===== src/rtl/uart_irq_pkg.sv =====
// Shared constants for the UART interrupt identifier.
// Assumes cause index 0 is the highest priority.
package uart_irq_pkg;

    localparam int NUM_SRC = 5;

    localparam logic [3:0] ID_NONE  = 4'h1;
    localparam logic [3:0] ID_LINE  = 4'h6;
    localparam logic [3:0] ID_TMO   = 4'hC;
    localparam logic [3:0] ID_RXD   = 4'h4;
    localparam logic [3:0] ID_THRE  = 4'h2;
    localparam logic [3:0] ID_MODEM = 4'h0;

    // Identification code for a cause index in priority order.
    function automatic logic [3:0] src_id(input int idx);
        case (idx)
            0:       return ID_LINE;
            1:       return ID_TMO;
            2:       return ID_RXD;
            3:       return ID_THRE;
            default: return ID_MODEM;
        endcase
    endfunction

endpackage


===== src/rtl/uart_irq_qual.sv =====
// Qualifies the five interrupt causes against their enables.
// Output req is in priority order, index 0 highest.
// Assumes the transmit-empty pending flag is supplied by uart_irq_thre.
module uart_irq_qual
    import uart_irq_pkg::*;
#(
    parameter int CNT_W = 5
) (
    input  logic                clk,
    input  logic                rst_n,
    input  logic [3:0]          ier_i,
    input  logic [4:0]          line_stat_i,
    input  logic [CNT_W-1:0]    rx_count_i,
    input  logic [CNT_W-1:0]    rx_trig_i,
    input  logic                fifo_en_i,
    input  logic                tmo_pend_i,
    input  logic                thre_pend_i,
    input  logic [3:0]          msr_delta_i,
    output logic [NUM_SRC-1:0]  req_o
);

    logic err_any;
    logic rx_level_ok;

    // Build the qualified request vector from the raw conditions.
    always_comb begin
        err_any     = |line_stat_i[4:1];
        rx_level_ok = !fifo_en_i || (rx_count_i >= rx_trig_i);
        req_o[0]    = ier_i[2] && err_any;
        req_o[1]    = ier_i[0] && tmo_pend_i;
        req_o[2]    = ier_i[0] && line_stat_i[0] && rx_level_ok;
        req_o[3]    = ier_i[1] && thre_pend_i;
        req_o[4]    = ier_i[3] && (|msr_delta_i);
    end


    tmo_masked_chk: assert property (@(posedge clk) disable iff (!rst_n)
        (!ier_i[0]) |-> (!req_o[1] && !req_o[2]));


    modem_req_chk: assert property (@(posedge clk) disable iff (!rst_n)
        (ier_i[3] && msr_delta_i != 4'h0) |-> req_o[4]);

endmodule


===== src/rtl/uart_irq_prio.sv =====
// Fixed priority encoder: picks the lowest-index active request
// and returns its identification code, or ID_NONE when idle.
module uart_irq_prio
    import uart_irq_pkg::*;
#(
    parameter int N = NUM_SRC
) (
    input  logic [N-1:0] req_i,
    output logic [3:0]   id_o
);

    logic [N-1:0] grant;

    // One grant per cause, blocked by any higher-priority request.
    for (genvar g = 0; g < N; g++) begin : g_gnt
        if (g == 0) begin : g_top
            assign grant[g] = req_i[g];
        end else begin : g_rest
            assign grant[g] = req_i[g] & ~(|req_i[g-1:0]);
        end
    end

    // Map the single grant onto its code.
    always_comb begin
        id_o = ID_NONE;
        for (int i = 0; i < N; i++) begin
            if (grant[i]) id_o = src_id(i);
        end
    end

endmodule


===== src/rtl/uart_irq_thre.sv =====
// Transmit-empty pending flag. Set events win over clear events.
// Assumes all strobes are one clock wide.
module uart_irq_thre (
    input  logic clk,
    input  logic rst_n,
    input  logic tx_set_i,
    input  logic ier_wr_i,
    input  logic tx_hold_empty_i,
    input  logic thr_wr_i,
    input  logic iir_rd_i,
    input  logic id_is_thre_i,
    output logic pend_o
);

    logic set_evt;
    logic clr_evt;

    // Decode the set and clear events for this cycle.
    always_comb begin
        set_evt = tx_set_i || (ier_wr_i && tx_hold_empty_i);
        clr_evt = thr_wr_i || (iir_rd_i && id_is_thre_i);
    end

    // Hold the pending flag.
    always_ff @(posedge clk) begin
        if (!rst_n)       pend_o <= 1'b0;
        else if (set_evt) pend_o <= 1'b1;
        else if (clr_evt) pend_o <= 1'b0;
    end


    thre_set_chk: assert property (@(posedge clk) disable iff (!rst_n)
        tx_set_i |=> pend_o);


    ier_rearm_chk: assert property (@(posedge clk) disable iff (!rst_n)
        (ier_wr_i && tx_hold_empty_i) |=> pend_o);


    rd_clear_chk: assert property (@(posedge clk) disable iff (!rst_n)
        (iir_rd_i && id_is_thre_i && !tx_set_i && !ier_wr_i) |=> !pend_o);

endmodule


===== src/rtl/uart_irq_ident.sv =====
// Top of the UART interrupt identifier: qualifies causes, encodes
// the winning one into the identification byte and registers the
// request line. Assumes a synchronous active-low reset.
module uart_irq_ident
    import uart_irq_pkg::*;
#(
    parameter int FIFO_DEPTH = 16,
    localparam int CNT_W = $clog2(FIFO_DEPTH + 1)
) (
    input  logic             clk,
    input  logic             rst_n,
    input  logic [3:0]       ier_i,
    input  logic             ier_wr_i,
    input  logic [4:0]       line_stat_i,
    input  logic [CNT_W-1:0] rx_count_i,
    input  logic [CNT_W-1:0] rx_trig_i,
    input  logic             fifo_en_i,
    input  logic             tmo_pend_i,
    input  logic             tx_set_i,
    input  logic             tx_hold_empty_i,
    input  logic             thr_wr_i,
    input  logic [3:0]       msr_delta_i,
    input  logic             iir_rd_i,
    output logic [7:0]       iir_o,
    output logic             irq_o
);

    logic [NUM_SRC-1:0] req;
    logic [3:0]         id;
    logic               thre_pend;
    logic               irq_q;

    uart_irq_thre u_thre (
        .clk             (clk),
        .rst_n           (rst_n),
        .tx_set_i        (tx_set_i),
        .ier_wr_i        (ier_wr_i),
        .tx_hold_empty_i (tx_hold_empty_i),
        .thr_wr_i        (thr_wr_i),
        .iir_rd_i        (iir_rd_i),
        .id_is_thre_i    (id == ID_THRE),
        .pend_o          (thre_pend)
    );

    uart_irq_qual #(.CNT_W(CNT_W)) u_qual (
        .clk         (clk),
        .rst_n       (rst_n),
        .ier_i       (ier_i),
        .line_stat_i (line_stat_i),
        .rx_count_i  (rx_count_i),
        .rx_trig_i   (rx_trig_i),
        .fifo_en_i   (fifo_en_i),
        .tmo_pend_i  (tmo_pend_i),
        .thre_pend_i (thre_pend),
        .msr_delta_i (msr_delta_i),
        .req_o       (req)
    );

    uart_irq_prio #(.N(NUM_SRC)) u_prio (
        .req_i (req),
        .id_o  (id)
    );

    // Assemble the identification byte with the FIFO marker bits.
    always_comb begin
        iir_o = {fifo_en_i ? 2'b11 : 2'b00, 2'b00, id};
    end

    // Register the request line from the current identification.
    always_ff @(posedge clk) begin
        if (!rst_n) irq_q <= 1'b0;
        else        irq_q <= (id != ID_NONE);
    end

    assign irq_o = irq_q;


    irq_follow_chk: assert property (@(posedge clk) disable iff (!rst_n)
        rst_n |=> (irq_o == ($past(iir_o[3:0]) != ID_NONE)));


    line_top_chk: assert property (@(posedge clk) disable iff (!rst_n)
        (ier_i[2] && line_stat_i[4:1] != 4'h0) |-> (iir_o[3:0] == ID_LINE));


    fifo_mark_chk: assert property (@(posedge clk) disable iff (!rst_n)
        iir_o[7:6] == {2{fifo_en_i}});


    tmo_over_rx_chk: assert property (@(posedge clk) disable iff (!rst_n)
        (ier_i[0] && tmo_pend_i && !(ier_i[2] && line_stat_i[4:1] != 4'h0))
        |-> (iir_o[3:0] == ID_TMO));

endmodule


===== config.mk =====
export PLATFORM = sky130hd
export DESIGN_NAME = uart_irq_ident
export DESIGN_NICKNAME = d
export VERILOG_FILES = /design/src/rtl/uart_irq_pkg.sv /design/src/rtl/uart_irq_qual.sv /design/src/rtl/uart_irq_prio.sv /design/src/rtl/uart_irq_thre.sv /design/src/rtl/uart_irq_ident.sv
export SDC_FILE = /design/constraint.sdc
export NUM_CORES = 1
export LEC_CHECK = 0
export ABC_AREA = 1
export BUFFER_PORTS_ARGS = -buffer_cell sky130_fd_sc_hd__buf_2
export CORE_AREA = 2 2 39 41
export DETAILED_ROUTE_END_ITERATION = 12
export DIE_AREA = 0 0 41 43
export PLACE_DENSITY = 0.7
export RECOVER_POWER = 25
export SLEW_MARGIN = 20
export SYNTH_ARGS = -nofsm -noshare
export SYNTH_HDL_FRONTEND = slang
export SYNTH_SLANG_ARGS = --single-unit

===== constraint.sdc =====
create_clock -name clk -period 1.8 [get_ports clk]
set_input_delay 0.09 -clock clk [delete_from_list [all_inputs] [get_ports clk]]
set_output_delay 0.09 -clock clk [all_outputs]
set_load 0.05 [all_outputs]

==> metrics.csv <==
stage;metric;value;unit
yosys;register area share after synthesis;9.97;%
run;max cap viols;0;
drt;drt wl/cell;6.49;µm
timing;endpoints failing setup;0;
run_status;status;finished, final reports clean;
drt;ANT nets after route;0;
finish;post-layout instance area;606;µm²
finish;ant diodes;0;
place;DP HPWL;696;µm
yosys;Synth Register Bits;2;
grt;Tot GR Track Use;9.12;%
timing;final hold slack;0.0843;ns
clock_network;Root Buffer;clkbuf_4;
grt;first-pass GRT wire length;1170;µm
grt;Most Crowded Layer GR;met2;
floorplanning;core box area;1380;µm²
setup_path;Setup crit end kind;output pin;
timing;setup slack after layout;0.349;ns
finish;fin util;43.8;%
yosys;Syn Inst Count;60;
grt;met3 global-route usage;0.524;%
floorplanning;# IOs;41;
place;Post-DP Area;586;µm²
power_and_ir_drop;Static Leakage;0.410;nW
drt;Residual DRC;0;
timing;upper clock frequency limit;689;MHz
clock_network;CTS HTree Levels;1;
finish;most frequent cells in the layout;buf_2, nand2_1, inv_1;
power_and_ir_drop;PwrDens;492;nW/µm²
timing;setup TNS;0;ns
floorplanning;std cell rows;14;
power_and_ir_drop;maximum vdd ir drop;0.385;mV
floorplanning;DIE AREA;1760;µm²
place;Setup Slack @ Placement;0.343;ns
setup_path;crit path launch type;input port;
setup_path;CP required;1.71;ns
timing;Tightest Pin Transition;0.589;ns
yosys;Yosys cell types;17;
timing;Tmin final;1.45;ns
setup_path;WS Path Type;input port to output pin;
grt;Overflow after GRT;0;
floorplanning;Die H;43;µm
clock_network;Post-CTS Setup Inserts;0;
floorplanning;Initial Utilization;29.0;%
finish;fin nets;137;
drt;Initial DRC Count;2;
clock_network;cts hold-fix bufs;0;
yosys;Yosys warning count;0;
timing;endpoints failing hold;0;
grt;vias in the first global route;397;
hold_path;HP Class;input port to flop;
timing;Final Cycle Share;80.6;%
timing;max-slew violation count;0;
setup_path;crit path DAT;1.36;ns
timing;clk_skew;0.00469;ns
grt;met1 usage;8.63;%
yosys;Avg Inst Size Synth;6.69;µm²
finish;most common cell after layout, fill and taps aside;buf_2;
timing;unrepaired setup endpoints after global routing;false;
finish;share of cells above drive strength 1;51.0;%
finish;Area growth, synth to finish;50.8;%
clock_network;post-CTS sizing;0;
clock_network;insertion delay to the later sink of the worst-skew pair;0.22;ns
clock_network;clk slew on worst S/H paths;0.03;ns
place;port bufs;38;
clock_network;Longest Clk Path Bufs;2;
clock_network;Clock Sinks;2;
grt;initial antenna violation count;0;
drt;total wire length;740;µm
grt;global-route met2 utilization;17.8;%
drt;DR pass1 iterations;3;
setup_path;CP max FO;3;
yosys;Mapped Area;402;µm²
grt;largest net degree at the start of global routing;4;
place;gpl congestion;0.704;
floorplanning;Die W;41;µm
clock_network;total CTS buffers;3;
timing;Rel. slew slack;60.9;%
drt;vias per cell;4.01;
clock_network;CTS tree;yes;
drt;routed vias;457;
-- registers in the layout, summed over array words and instances (netlist names) --
name,flops
irq_o,1
u_thre.pend_o,1
-- synth_stat cells --
| master | number | area share, % |
|---|---|---|
| nor2_4 | 1 | 2.8 |
| conb_1 | 1 | 0.93 |
| ha_1 | 5 | 16 |
| nand2_4 | 1 | 2.8 |
| a21oi_1 | 4 | 5.0 |
| buf_4 | 4 | 7.5 |
| bufinv_8 | 1 | 4.4 |
| o41ai_4 | 1 | 6.9 |
| nor2_1 | 4 | 3.7 |
| o21ai_1 | 1 | 1.2 |
| dfxtp_1 | 2 | 10 |
| inv_1 | 13 | 12 |
| nor2_8 | 1 | 5.0 |
| nand2_1 | 14 | 13 |
| nand2_2 | 3 | 4.7 |
| inv_2 | 3 | 2.8 |
| nand4_1 | 1 | 1.6 |
-- cells by family after synthesis --
family | synth area share (%)
other | 0.934
and+or+nand+nor | 33.6
AOI/OAI and AO/OA | 13.1
DFF | 9.97
adders and majority gates | 15.6
buffers and inverters | 26.8
-- final timing paths --
check / from / endpoint / slack [ns] / cells after the start
setup / recovery: rx_count_i[2] / iir_o[0] / 0.35 / 12
hold / removal: rst_n / irq_o / 0.08 / 3
setup reg to reg: u_thre.pend_o / irq_o / 0.90 / 6
hold reg to reg: u_thre.pend_o / u_thre.pend_o / 0.54 / 4
-- layer usage --
layer | wire length, µm | share of wire, %
met1 | 264 | 36
met2 | 383 | 52
met5 | 0 | 0
met4 | 0 | 0
met3 | 92 | 12
-- through the flow --
| step | cells | power [mW] |
|---|---|---|
| floorplan | 61 | 0.161 |
| global placement | 111 | 0.204 |
| detailed placement | 111 | 0.207 |
| CTS | 114 | 0.306 |
| global route | 114 | 0.323 |
| finish | 114 | 0.298 |
-- critical path, cell delays in order --
cell and delay [ns]:
buf_2 0.10, ha_1 0.29, a21oi_1 0.14, nand2_1 0.06, nand2_1 0.05, nand2_1 0.05, nand2_2 0.08, nand2_4 0.06
nor2_4 0.07, nand2_2 0.05, inv_1 0.05, buf_2 0.25
-- cell type report --
class	count	area (µm²)
timing repair buffer	38	188
multi-input combinational	38	258
fill	149	778
clock buffer	3	22.5
inverter	17	77.6
tap	16	20.0
sequential	2	40.0
-- power by group --
group          internal, mW  total, mW  switching (mW)
clock network        0.0732     0.0940          0.0209
logic                0.0595      0.154          0.0948
registers            0.0482     0.0494         0.00126
Note: power is estimated with default switching activity, not from simulation.
